`src/rtl/spi_cmd_pkg.sv`:
```
`timescale 1ns/1ps
package spi_cmd_pkg;
  typedef enum logic [2:0] {
    ST_IDLE,
    ST_LEAD,
    ST_HIGH,
    ST_LOW,
    ST_TAIL,
    ST_FIN
  } seq_state_t;

  localparam int unsigned START_BIT = 2;
  localparam int unsigned EXTRA_BIT = 0;
endpackage

```
`src/rtl/spi_cmd_regs.sv`:
```
`timescale 1ns/1ps
module spi_cmd_regs #(
  parameter int unsigned TX_BYTES = 6,
  parameter int unsigned RX_BYTES = 10,
  parameter int unsigned MAX_BITS = 56,
  parameter int unsigned ADDR_W   = 5,
  parameter int unsigned CNT_W    = 6
) (
  input  logic                    clk_i,
  input  logic                    rst_ni,
  input  logic                    bus_wr_i,
  input  logic [ADDR_W-1:0]       bus_addr_i,
  input  logic [7:0]              bus_wdata_i,
  output logic [7:0]              bus_rdata_o,
  input  logic                    busy_i,
  input  logic [RX_BYTES*8-1:0]   rx_bank_i,
  output logic [TX_BYTES*8-1:0]   tx_flat_o,
  output logic [CNT_W-1:0]        cnt_o,
  output logic                    extra_o,
  output logic                    start_o
);
  import spi_cmd_pkg::*;

  localparam int unsigned ADDR_CNT  = TX_BYTES;
  localparam int unsigned ADDR_CTRL = TX_BYTES + 1;
  localparam int unsigned ADDR_CFG  = TX_BYTES + 2;
  localparam int unsigned ADDR_RX   = 2 ** (ADDR_W - 1);

  logic [7:0]       tx_q [TX_BYTES];
  logic [7:0]       tx_d [TX_BYTES];
  logic [CNT_W-1:0] cnt_q, cnt_d;
  logic             extra_q, extra_d;
  logic             wr_ok;

  assign wr_ok   = bus_wr_i && !busy_i;
  assign start_o = wr_ok && (bus_addr_i == ADDR_W'(ADDR_CTRL)) && bus_wdata_i[START_BIT];

  always_comb begin
    for (int i = 0; i < TX_BYTES; i++) tx_d[i] = tx_q[i];
    cnt_d   = cnt_q;
    extra_d = extra_q;
    if (wr_ok) begin
      for (int i = 0; i < TX_BYTES; i++)
        if (bus_addr_i == ADDR_W'(i)) tx_d[i] = bus_wdata_i;
      if (bus_addr_i == ADDR_W'(ADDR_CNT)) begin
        if (bus_wdata_i > 8'(MAX_BITS)) cnt_d = CNT_W'(MAX_BITS);
        else                            cnt_d = bus_wdata_i[CNT_W-1:0];
      end
      if (bus_addr_i == ADDR_W'(ADDR_CFG)) extra_d = bus_wdata_i[EXTRA_BIT];
    end
  end

  always_ff @(posedge clk_i or negedge rst_ni) begin
    if (!rst_ni) begin
      for (int i = 0; i < TX_BYTES; i++) tx_q[i] <= '0;
      cnt_q   <= '0;
      extra_q <= 1'b0;
    end else begin
      for (int i = 0; i < TX_BYTES; i++) tx_q[i] <= tx_d[i];
      cnt_q   <= cnt_d;
      extra_q <= extra_d;
    end
  end

  for (genvar g = 0; g < TX_BYTES; g++) begin : g_txflat
    assign tx_flat_o[g*8 +: 8] = tx_q[g];
  end
  assign cnt_o   = cnt_q;
  assign extra_o = extra_q;

  always_comb begin
    bus_rdata_o = '0;
    for (int i = 0; i < TX_BYTES; i++)
      if (bus_addr_i == ADDR_W'(i)) bus_rdata_o = tx_q[i];
    if (bus_addr_i == ADDR_W'(ADDR_CNT))  bus_rdata_o = 8'(cnt_q);
    if (bus_addr_i == ADDR_W'(ADDR_CTRL)) bus_rdata_o[START_BIT] = busy_i;
    if (bus_addr_i == ADDR_W'(ADDR_CFG))  bus_rdata_o[EXTRA_BIT] = extra_q;
    for (int i = 0; i < RX_BYTES; i++)
      if (bus_addr_i == ADDR_W'(ADDR_RX + i)) bus_rdata_o = rx_bank_i[i*8 +: 8];
  end


  cnt_cap_chk: assert property (@(posedge clk_i) disable iff (!rst_ni)
    cnt_q <= CNT_W'(MAX_BITS));


  busy_hold_chk: assert property (@(posedge clk_i) disable iff (!rst_ni)
    busy_i |=> ($stable(cnt_q) && $stable(tx_q[0]) && $stable(extra_q)));
endmodule

```
`src/rtl/spi_cmd_seq.sv`:
```
`timescale 1ns/1ps
module spi_cmd_seq #(
  parameter int unsigned TX_BYTES = 6,
  parameter int unsigned MAX_BITS = 56,
  parameter int unsigned HALF_DIV = 2,
  parameter int unsigned CNT_W    = 6
) (
  input  logic                  clk_i,
  input  logic                  rst_ni,
  input  logic                  start_i,
  input  logic [CNT_W-1:0]      cnt_i,
  input  logic                  extra_i,
  input  logic [TX_BYTES*8-1:0] tx_flat_i,
  output logic                  sck_o,
  output logic                  cs_no,
  output logic                  mosi_o,
  output logic                  busy_o,
  output logic                  done_o,
  output logic                  sample_o
);
  import spi_cmd_pkg::*;

  localparam int unsigned TX_W     = TX_BYTES * 8;
  localparam int unsigned STREAM_W = MAX_BITS + 1;
  localparam int unsigned DIV_W    = (2 * HALF_DIV > 1) ? $clog2(2 * HALF_DIV) : 1;

  seq_state_t            state_q, state_d;
  logic [DIV_W-1:0]      div_q, div_d;
  logic [CNT_W-1:0]      bit_q, bit_d, total_q, total_d, bit_nx;
  logic                  skip_q, skip_d;
  logic [STREAM_W-1:0]   sr_q, sr_d;
  logic                  sck_q, sck_d, cs_q, cs_d;
  logic                  stb;

  assign bit_nx = bit_q + CNT_W'(1);

  always_comb begin
    state_d = state_q;
    div_d   = div_q;
    bit_d   = bit_q;
    total_d = total_q;
    skip_d  = skip_q;
    sr_d    = sr_q;
    sck_d   = sck_q;
    cs_d    = cs_q;
    stb     = 1'b0;
    unique case (state_q)
      ST_IDLE: if (start_i) begin
        if (cnt_i == '0) begin
          state_d = ST_FIN;
        end else begin
          state_d = ST_LEAD;
          cs_d    = 1'b0;
          div_d   = DIV_W'(2 * HALF_DIV - 1);
          bit_d   = '0;
          total_d = cnt_i + CNT_W'(extra_i);
          skip_d  = extra_i;
          sr_d    = {tx_flat_i, {(STREAM_W - TX_W){1'b0}}};
        end
      end
      ST_LEAD, ST_LOW: begin
        if (div_q == '0) begin
          state_d = ST_HIGH;
          sck_d   = 1'b1;
          stb     = 1'b1;
          div_d   = DIV_W'(HALF_DIV - 1);
        end else begin
          div_d = div_q - DIV_W'(1);
        end
      end
      ST_HIGH: begin
        if (div_q == '0) begin
          sck_d = 1'b0;
          bit_d = bit_nx;
          div_d = DIV_W'(HALF_DIV - 1);
          if (bit_nx == total_q) begin
            state_d = ST_TAIL;
          end else begin
            state_d = ST_LOW;
            sr_d    = {sr_q[STREAM_W-2:0], 1'b0};
          end
        end else begin
          div_d = div_q - DIV_W'(1);
        end
      end
      ST_TAIL: begin
        if (div_q == '0) begin
          cs_d    = 1'b1;
          state_d = ST_FIN;
        end else begin
          div_d = div_q - DIV_W'(1);
        end
      end
      ST_FIN:  state_d = ST_IDLE;
      default: state_d = ST_IDLE;
    endcase
  end

  always_ff @(posedge clk_i or negedge rst_ni) begin
    if (!rst_ni) begin
      state_q <= ST_IDLE;
      div_q   <= '0;
      bit_q   <= '0;
      total_q <= '0;
      skip_q  <= 1'b0;
      sr_q    <= '0;
      sck_q   <= 1'b0;
      cs_q    <= 1'b1;
    end else begin
      state_q <= state_d;
      div_q   <= div_d;
      bit_q   <= bit_d;
      total_q <= total_d;
      skip_q  <= skip_d;
      sr_q    <= sr_d;
      sck_q   <= sck_d;
      cs_q    <= cs_d;
    end
  end

  assign sck_o    = sck_q;
  assign cs_no    = cs_q;
  assign mosi_o   = sr_q[STREAM_W-1];
  assign busy_o   = (state_q != ST_IDLE);
  assign done_o   = (state_q == ST_FIN);
  assign sample_o = stb && !(skip_q && (bit_q == '0));


  idle_cs_chk: assert property (@(posedge clk_i) disable iff (!rst_ni)
    (state_q == ST_IDLE) |-> cs_q);


  sck_frame_chk: assert property (@(posedge clk_i) disable iff (!rst_ni)
    sck_q |-> !cs_q);


  done_pulse_chk: assert property (@(posedge clk_i) disable iff (!rst_ni)
    done_o |=> (!done_o && !busy_o));


  zero_cnt_chk: assert property (@(posedge clk_i) disable iff (!rst_ni)
    (start_i && !busy_o && (cnt_i == '0)) |=> (done_o && cs_q && !sck_q));
endmodule

```
`src/rtl/spi_cmd_rxbank.sv`:
```
`timescale 1ns/1ps
module spi_cmd_rxbank #(
  parameter int unsigned RX_BYTES = 10
) (
  input  logic                  clk_i,
  input  logic                  rst_ni,
  input  logic                  clr_i,
  input  logic                  sample_i,
  input  logic                  miso_i,
  output logic [RX_BYTES*8-1:0] bank_o
);
  logic [6:0] sr_q, sr_d;
  logic [2:0] cnt_q, cnt_d;
  logic [7:0] bank_q [RX_BYTES];
  logic [7:0] bank_d [RX_BYTES];
  logic       push;

  assign push = sample_i && (cnt_q == 3'd7);

  always_comb begin
    sr_d  = sr_q;
    cnt_d = cnt_q;
    for (int i = 0; i < RX_BYTES; i++) bank_d[i] = bank_q[i];
    if (clr_i) begin
      cnt_d = '0;
    end else if (sample_i) begin
      sr_d  = {sr_q[5:0], miso_i};
      cnt_d = cnt_q + 3'd1;
      if (push) begin
        bank_d[0] = {sr_q, miso_i};
        for (int i = 1; i < RX_BYTES; i++) bank_d[i] = bank_q[i-1];
      end
    end
  end

  always_ff @(posedge clk_i or negedge rst_ni) begin
    if (!rst_ni) begin
      sr_q  <= '0;
      cnt_q <= '0;
      for (int i = 0; i < RX_BYTES; i++) bank_q[i] <= '0;
    end else begin
      sr_q  <= sr_d;
      cnt_q <= cnt_d;
      for (int i = 0; i < RX_BYTES; i++) bank_q[i] <= bank_d[i];
    end
  end

  for (genvar g = 0; g < RX_BYTES; g++) begin : g_flat
    assign bank_o[g*8 +: 8] = bank_q[g];
  end


  bank_hold_chk: assert property (@(posedge clk_i) disable iff (!rst_ni)
    !sample_i |=> $stable(bank_o));
endmodule

```
`src/rtl/spi_cmd_shifter.sv`:
```
`timescale 1ns/1ps
module spi_cmd_shifter #(
  parameter int unsigned TX_BYTES = 6,
  parameter int unsigned RX_BYTES = 10,
  parameter int unsigned MAX_BITS = 56,
  parameter int unsigned HALF_DIV = 2,
  parameter int unsigned ADDR_W   = 5
) (
  input  logic              clk_i,
  input  logic              rst_ni,
  input  logic              bus_wr_i,
  input  logic [ADDR_W-1:0] bus_addr_i,
  input  logic [7:0]        bus_wdata_i,
  output logic [7:0]        bus_rdata_o,
  output logic              sck_o,
  output logic              cs_no,
  output logic              mosi_o,
  input  logic              miso_i,
  output logic              done_o
);
  localparam int unsigned CNT_W = $clog2(MAX_BITS + 2);

  logic                  rst_s1, rst_n;
  logic                  busy, start, extra, sample;
  logic [CNT_W-1:0]      cnt;
  logic [TX_BYTES*8-1:0] tx_flat;
  logic [RX_BYTES*8-1:0] rx_bank;

  always_ff @(posedge clk_i or negedge rst_ni) begin
    if (!rst_ni) begin
      rst_s1 <= 1'b0;
      rst_n  <= 1'b0;
    end else begin
      rst_s1 <= 1'b1;
      rst_n  <= rst_s1;
    end
  end

  spi_cmd_regs #(
    .TX_BYTES(TX_BYTES), .RX_BYTES(RX_BYTES), .MAX_BITS(MAX_BITS),
    .ADDR_W(ADDR_W), .CNT_W(CNT_W)
  ) regs_i (
    .clk_i(clk_i), .rst_ni(rst_n),
    .bus_wr_i(bus_wr_i), .bus_addr_i(bus_addr_i), .bus_wdata_i(bus_wdata_i),
    .bus_rdata_o(bus_rdata_o), .busy_i(busy), .rx_bank_i(rx_bank),
    .tx_flat_o(tx_flat), .cnt_o(cnt), .extra_o(extra), .start_o(start)
  );

  spi_cmd_seq #(
    .TX_BYTES(TX_BYTES), .MAX_BITS(MAX_BITS), .HALF_DIV(HALF_DIV), .CNT_W(CNT_W)
  ) seq_i (
    .clk_i(clk_i), .rst_ni(rst_n), .start_i(start), .cnt_i(cnt),
    .extra_i(extra), .tx_flat_i(tx_flat), .sck_o(sck_o), .cs_no(cs_no),
    .mosi_o(mosi_o), .busy_o(busy), .done_o(done_o), .sample_o(sample)
  );

  spi_cmd_rxbank #(.RX_BYTES(RX_BYTES)) rx_i (
    .clk_i(clk_i), .rst_ni(rst_n), .clr_i(start), .sample_i(sample),
    .miso_i(miso_i), .bank_o(rx_bank)
  );
endmodule

```
`config.mk`:
```
export PLATFORM = sky130hd
export DESIGN_NAME = spi_cmd_shifter
export DESIGN_NICKNAME = d
export VERILOG_FILES = /design/src/rtl/spi_cmd_pkg.sv /design/src/rtl/spi_cmd_regs.sv /design/src/rtl/spi_cmd_seq.sv /design/src/rtl/spi_cmd_rxbank.sv /design/src/rtl/spi_cmd_shifter.sv
export SDC_FILE = /design/constraint.sdc
export NUM_CORES = 1
export LEC_CHECK = 0
export BUFFER_PORTS_ARGS = -buffer_cell sky130_fd_sc_hd__buf_2
export CAP_MARGIN = 25
export CORE_UTILIZATION = 50
export CTS_CLUSTER_SIZE = 25
export DETAILED_ROUTE_END_ITERATION = 12
export GPL_TIMING_DRIVEN = 0
export HOLD_SLACK_MARGIN = 0.12
export PLACE_DENSITY = 0.66
export SKIP_LAST_GASP = 1
export SYNTH_ARGS = -nofsm -noshare
export SYNTH_HDL_FRONTEND = slang
export SYNTH_SLANG_ARGS = --single-unit
```
`constraint.sdc`:
```
create_clock -name clk_i -period 10.4 [get_ports clk_i]
set_clock_uncertainty 0.15 [all_clocks]
set_input_delay 1.56 -clock clk_i [delete_from_list [all_inputs] [get_ports clk_i]]
set_output_delay 1.56 -clock clk_i [all_outputs]
set_load 0.02 [all_outputs]
```
; After elaboration in Yosys (flattened, before gate mapping)
; Index checks and enable logic that the tools add are counted.
[op_classes]
eq_ne = 32
mux = 51
n_addsub = 4
order_cmp = 1
n_reduce_logical = 38
bitwise = 2
[op_table]
columns = cell, n
row1 = 57-bit two-way mux, 4
row2 = 8-bit two-way mux, 17
row3 = 57-bit one-hot mux with 2 select lines, 1
row4 = "5-bit equality test, second input constant", 10
row5 = 3-bit two-way mux, 8
row6 = 6-bit two-way mux, 4
row7 = "5-bit by 3-bit equality test with 1-bit output, second input constant", 4
row8 = 2-bit AND reduction, 9
row9 = 4-bit AND reduction, 4
row10 = 6-bit zero test, 2
row11 = 3-bit one-hot mux with 4 select lines, 1
row12 = 6-bit one-hot mux with 2 select lines, 1
row13 = "5-bit by 2-bit equality test with 1-bit output, second input constant", 2
row14 = "3-bit equality test, second input constant", 3
row15 = 3-bit AND reduction, 3
row16 = "8-bit by 6-bit > comparator with 1-bit output, second input constant", 1
row17 = 1-bit two-way mux, 8
row18 = 2-bit two-way mux, 4
row19 = "2-bit != test, second input constant", 4
row20 = 2-bit nonzero test, 4
row21 = 6-bit by 1-bit adder with 6-bit output, 1
row22 = "6-bit by 1-bit adder with 6-bit output, second input constant", 1
row23 = "3-bit by 2-bit equality test with 1-bit output, second input constant", 2
row24 = 6-bit equality test, 1
row25 = other kinds (18), 29
[word_totals]
reg_bits = 224
inputBits = 17
elab_cells = 158
output_inout_bits = 12

; Logic depth before layout (Yosys ltp)
[logic_depth]
depth_word = 19
depth_mapped = 10
ltp_nobuf = 8

; Cells and area by module
; Synthesis repeated with hierarchy kept, for this count alone.
[unflattened]
cells_unflattened = 983
hier_area_um2 = 11469.8
[by_module_without_submodules]
columns = mod, seq_area_each_um2, instances, area_per_inst_um2, cells_per_inst
row1 = spi_cmd_rxbank, 2252.2, 1, 3819.9, 198
row2 = spi_cmd_seq, 1702.9, 1, 3803.6, 401
row3 = spi_cmd_regs, 1376.3, 1, 3792.4, 381
row4 = spi_cmd_shifter, 50.0, 1, 53.8, 3

; Worst setup path before layout
; Ideal clock, no wire load.
[synth_path]
path_kind = in2out
start = in bus_addr_i[0]
end = out bus_rdata_o[0]
t_arrival_ns = 3.328
path_buffers = 5
slack_ns = 5.362
required_time_ns = 8.690
stages = 8
cell_sequence = buf_2 -> buf_2 -> buf_2 -> buf_2 -> buf_2 -> nand3_1 -> and4_1 -> a211oi_1
[synth_between]
elab_chain_cells = 19
word_cells_on_any_way = 36
cone_classes = eq/ne (17) / mux (18) / reduce/logical (1)
[synth_rtl]
columns = element, line_no
row1 = "start, declared", spi_cmd_shifter.sv:12  ; input logic [ADDR_W-1:0] bus_addr_i,
row2 = 5-bit zero test, spi_cmd_regs.sv:74  ; if (bus_addr_i == ADDR_W'(i)) bus_rdata_o = tx_q[i];
row3 = 8-bit two-way mux (6 in series), spi_cmd_regs.sv:74
row4 = 8-bit two-way mux, spi_cmd_regs.sv:75  ; if (bus_addr_i == ADDR_W'(ADDR_CNT)) bus_rdata_o = 8'(cnt_q);
row5 = 1-bit two-way mux, spi_cmd_regs.sv:77  ; if (bus_addr_i == ADDR_W'(ADDR_CFG)) bus_rdata_o[EXTRA_BIT] = extra_q;
row6 = 8-bit two-way mux (9 in series), spi_cmd_regs.sv:79  ; if (bus_addr_i == ADDR_W'(ADDR_RX + i)) bus_rdata_o = rx_bank_i[i*8 +: 8];
row7 = 8-bit two-way mux (*), spi_cmd_regs.sv:79
row8 = "end, declared", spi_cmd_shifter.sv:14  ; output logic [7:0] bus_rdata_o,
; Every way passes the cells marked *; elsewhere a longest branch is shown, timed or not.

; Worst setup path in the final report
[layout_path]
start = in bus_addr_i[0]
end = out bus_rdata_o[2]
[layout_between]
elab_chain_cells = 19
word_cells_on_any_way = 36
cone_classes = eq/ne (17) / mux (18) / reduce/logical (1)
[layout_rtl]
columns = element, line_no
row1 = 5-bit zero test, spi_cmd_regs.sv:74
row2 = 8-bit two-way mux (6 in series), spi_cmd_regs.sv:74
row3 = 8-bit two-way mux, spi_cmd_regs.sv:75
row4 = 1-bit two-way mux, spi_cmd_regs.sv:76  ; if (bus_addr_i == ADDR_W'(ADDR_CTRL)) bus_rdata_o[START_BIT] = busy_i;
row5 = 8-bit two-way mux (9 in series), spi_cmd_regs.sv:79
row6 = 8-bit two-way mux (*), spi_cmd_regs.sv:79
; Marked as above.

==> impl_metrics.yaml <==
outcome:
  run_status: "complete, no violations"
synth:
  synth_seq_cells: 215
  synth_cell_types: 70
  synth.net_count: 950
  synthCells: 925
  synth_area_um2: 10590
  synth_area_leaders: "sky130_fd_sc_hd__dfrtp_1, sky130_fd_sc_hd__mux2_2, sky130_fd_sc_hd__o22a_1, sky130_fd_sc_hd__o21ai_0, sky130_fd_sc_hd__nand2_1"
  number_of_synthesized_flops_with_an_enable_pin: 0
  synthFlopType: "sky130_fd_sc_hd__dfrtp_1"
  synth_largest_area_cell: "sky130_fd_sc_hd__dfrtp_1"
  synth_top_area_share_pct: 50.55
  part_of_the_yosys_area_used_for_sequential_elements_pct: 50.80
  async_sr_flop_fraction_pct: 100.0
  synth_warnings: 0
  avgSynthCellArea_um2: 11.45
floorplan:
  die_area_um2: 21770
  dieHeight_um: 147.6
  die-width_um: 147.6
  floorplan.initialDensity_pct: 51.69
  boundaryPins: 29
  core_area_um2: 20490
  placement_rows: 52
cts:
  deepest_clock_path_buffer_count: 3
  tritoncts.num_buffers: 24
  h_tree_lvls: 1
  clock_sinks: 215
  cts_setup_buffers: 0
  clk_pin_slew_ns: 0.06
  cts_root_buffer: "sky130_fd_sc_hd__clkbuf_16"
  cts.repair.resized: 0
  clk_latency_ns: 0.53
  post_cts_hold_fix_bufs: 0
  cts_tree: "yes"
sta:
  finalSetupViolCount: 0
  slew_headroom_pct: 32.06
  final_max_slew_viol_count: 0
  achievable-frequency_mhz: 172.2
  finalSetupTns_ns: 0
  worstMarginPinSlew_ns: 1.011
  layout_worst_path_cycle_share_pct: 55.85
  setup_ws_final_ns: 4.592
  fin_crit_ns: 5.808
  final_hold_viol_count: 0
  unrepaired_setup_endpoints_after_global_routing: "false"
finish:
  final_core_util_pct: 58.22
  layout.nets: 1004
  final_layout_size_suffix_gt1_share_pct: 24.62
  n_fill_cell: 1762
  area.growth.synth_to_final_pct: 12.64
  diodes: 0
critical_path:
  required_ns: 8.69
  crit_path_max_fo: 10
  crit_path_top_delay_cell: "sky130_fd_sc_hd__clkbuf_1"
  critPathArrivalTime_ns: 4.10
  critical_path.cell_chain: "buf_2, buf_2, buf_1, clkbuf_1, nor2_1, a21oi_1, a32oi_1, o21ai_0, o21ai_0, buf_2"
  worst_setup_path_class: "in2out"
  cpPeakStageDelay_ns: 0.57
  critical_path.startpoint_type: "input pin"
  critPathCaptureType: "primary output"
  critPathMostFrequentCell: "sky130_fd_sc_hd__buf_2"
worst_hold_path:
  holdCritPathClass: "reg2reg"
detailed_routing:
  drt_first_pass_iters: 6
  route.detailed.drc: 0
  routedWlPerCell_um: 23.61
  route.final.wire_length_mm: 29.86
  first_iter_violations: 677
  vias: 8070
  detail_route.vias_per_cell: 6.379
  ant_nets: 0
job:
  drv.max_cap_violation_count: 0
global_routing:
  antenna_violations_before_repair: 1
  grt_overflow: 0
  grt_start_max_net_pins: 63
  vias_in_the_first_global_route: 7889
  grt_first_pass_wirelength_mm: 47.22
  grt_use_total_pct: 28.43
pwr:
  power.density_cell_area_nw_per_um2: 240.1
  leakage_power_total_nw: 5.423
  vdd_drop_max_mv: 0.1259
placement:
  last_weighted_congestion_value_of_the_routability_driven_placer: 0.9693
  dpl_worst_slack_ns: 4.655
  post_detail_place_hpwl_mm: 21.64
  port_buffers: 25
-- final cells by class --
class | count | area, um^2 | area share (%)
well taps | 270 | 337.8 | 2.831
repair buffers | 28 | 200.2 | 1.678
plain buffers | 63 | 276.5 | 2.317
inverters | 13 | 48.80 | 0.4089
clock buffers | 32 | 691.9 | 5.798
multi-input cells | 634 | 4887 | 40.96
clock inverters | 10 | 105.1 | 0.8808
flip-flops and latches | 215 | 5385 | 45.13
-- metal layers --
layer / GRT usage, % / wire length [um]
met1: 43.10 / 13960
met4: 9.278 / 865
met2: 41.49 / 12870
met5: 0 / 13
met3: 4.568 / 2145
-- cells by family (layout without fill, tap and decap cells) --
kind of cell    after synthesis  after routing  share of synthesized area, %
simple gates                199            199                         9.354
flops                       215            215                         50.80
compound gates              265            265                         18.89
other cells                   1              1                       0.03540
buf+inv                      76            146                         3.071
mux                         149            149                         15.79
xor+xnor                     12             12                         1.122
fa+ha+maj                     8              8                        0.9449
-- sequential cells by signal, indices dropped and copies added (netlist names), 2 cells and up --
signal            flops
regs_i.cnt_o          6
regs_i.tx_flat_o     48
seq_i.bit_q           6
rx_i.bank_o          80
seq_i.state_q         3
seq_i.sr_q           48
seq_i.total_q         6
rx_i.cnt_q            3
seq_i.div_q           2
rx_i.sr_q             7
-- synth_stat cells (all sizes together) (3+ instances only) --
cell type    n
or2          4
xor2         5
inv         13
a32oi        6
a222oi       3
nor2b       10
and4         3
clkbuf      41
nand3       17
nand3b       3
mux2i        4
o211ai       3
nand2b      14
o21ai       50
nor3b        4
xnor2        6
a21oi       25
or3          6
nand2       51
nand4        3
a21boi       3
nor2        46
and3         3
o22a        97
o2bb2ai      4
a2bb2oi      3
buf         22
nor4         6
a31oi        6
mux2       145
o22ai        9
a22oi        5
o221ai       6
nor3        22
ha           8
a2111oi      3
a211oi       6
dfrtp      214
a21o         3
a221oi       7
a22o         6
-- stage by stage --
stage               std cells  power, mW  instance area [um^2]  hold WS, ns
finish                   1265      2.865                 11930       0.2016
global route             1265      3.011                 11930       0.2145
global placement         1220      1.990                 11060       0.1867
CTS                      1265      2.876                 11930       0.2068
detailed placement       1223      2.014                 11140       0.1928
floorplan                 925      1.779                 10590       0.1812
-- worst max-delay path: cells and delay by family --
| kind | cells | cell delay, ns |
|---|---|---|
| AOI/OAI and AO/OA | 4 | 0.70 |
| buffers and inverters | 5 | 1.74 |
| and+or+nand+nor | 1 | 0.09 |
-- power by group --
part	internal (mW)	leakage [nW]	switching (mW)
Sequential	1.02	2.82	0.136
Clock	0.514	0.392	0.342
Combinational	0.413	2.21	0.438
-- path summary, 6_finish.rpt --
check                               start              end  slack [ns]  depth (start not counted)
min in group asynchronous           rst_n   rx_i.bank_o[0]        0.26                          0
setup reg to reg           seq_i.div_q[0]  rx_i.bank_o[73]        6.98                          9
max in group asynchronous           rst_n   seq_i.sr_q[11]        8.76                          2
setup / recovery            bus_addr_i[0]   bus_rdata_o[2]        4.59                         10
hold reg to reg                    rst_s1            rst_n        0.20                          0
hold / removal                     rst_s1            rst_n        0.20                          0
-- cells in the final DEF (no fill, tap or decap), types with 17 or more instances in the layout --
cell type / Yosys / routed
sky130_fd_sc_hd__nand2_1: 51 / 51
sky130_fd_sc_hd__buf_2: 16 / 41
sky130_fd_sc_hd__o21ai_0: 49 / 49
sky130_fd_sc_hd__dfrtp_1: 214 / 213
sky130_fd_sc_hd__nor3_1: 21 / 21
sky130_fd_sc_hd__clkbuf_16: 0 / 25
sky130_fd_sc_hd__mux2_2: 145 / 145
sky130_fd_sc_hd__nor2_1: 46 / 46
sky130_fd_sc_hd__nand3_1: 17 / 17
sky130_fd_sc_hd__o22a_1: 97 / 97
sky130_fd_sc_hd__clkbuf_1: 40 / 43
sky130_fd_sc_hd__a21oi_1: 25 / 25
Note: power is estimated with default switching activity, not from simulation.
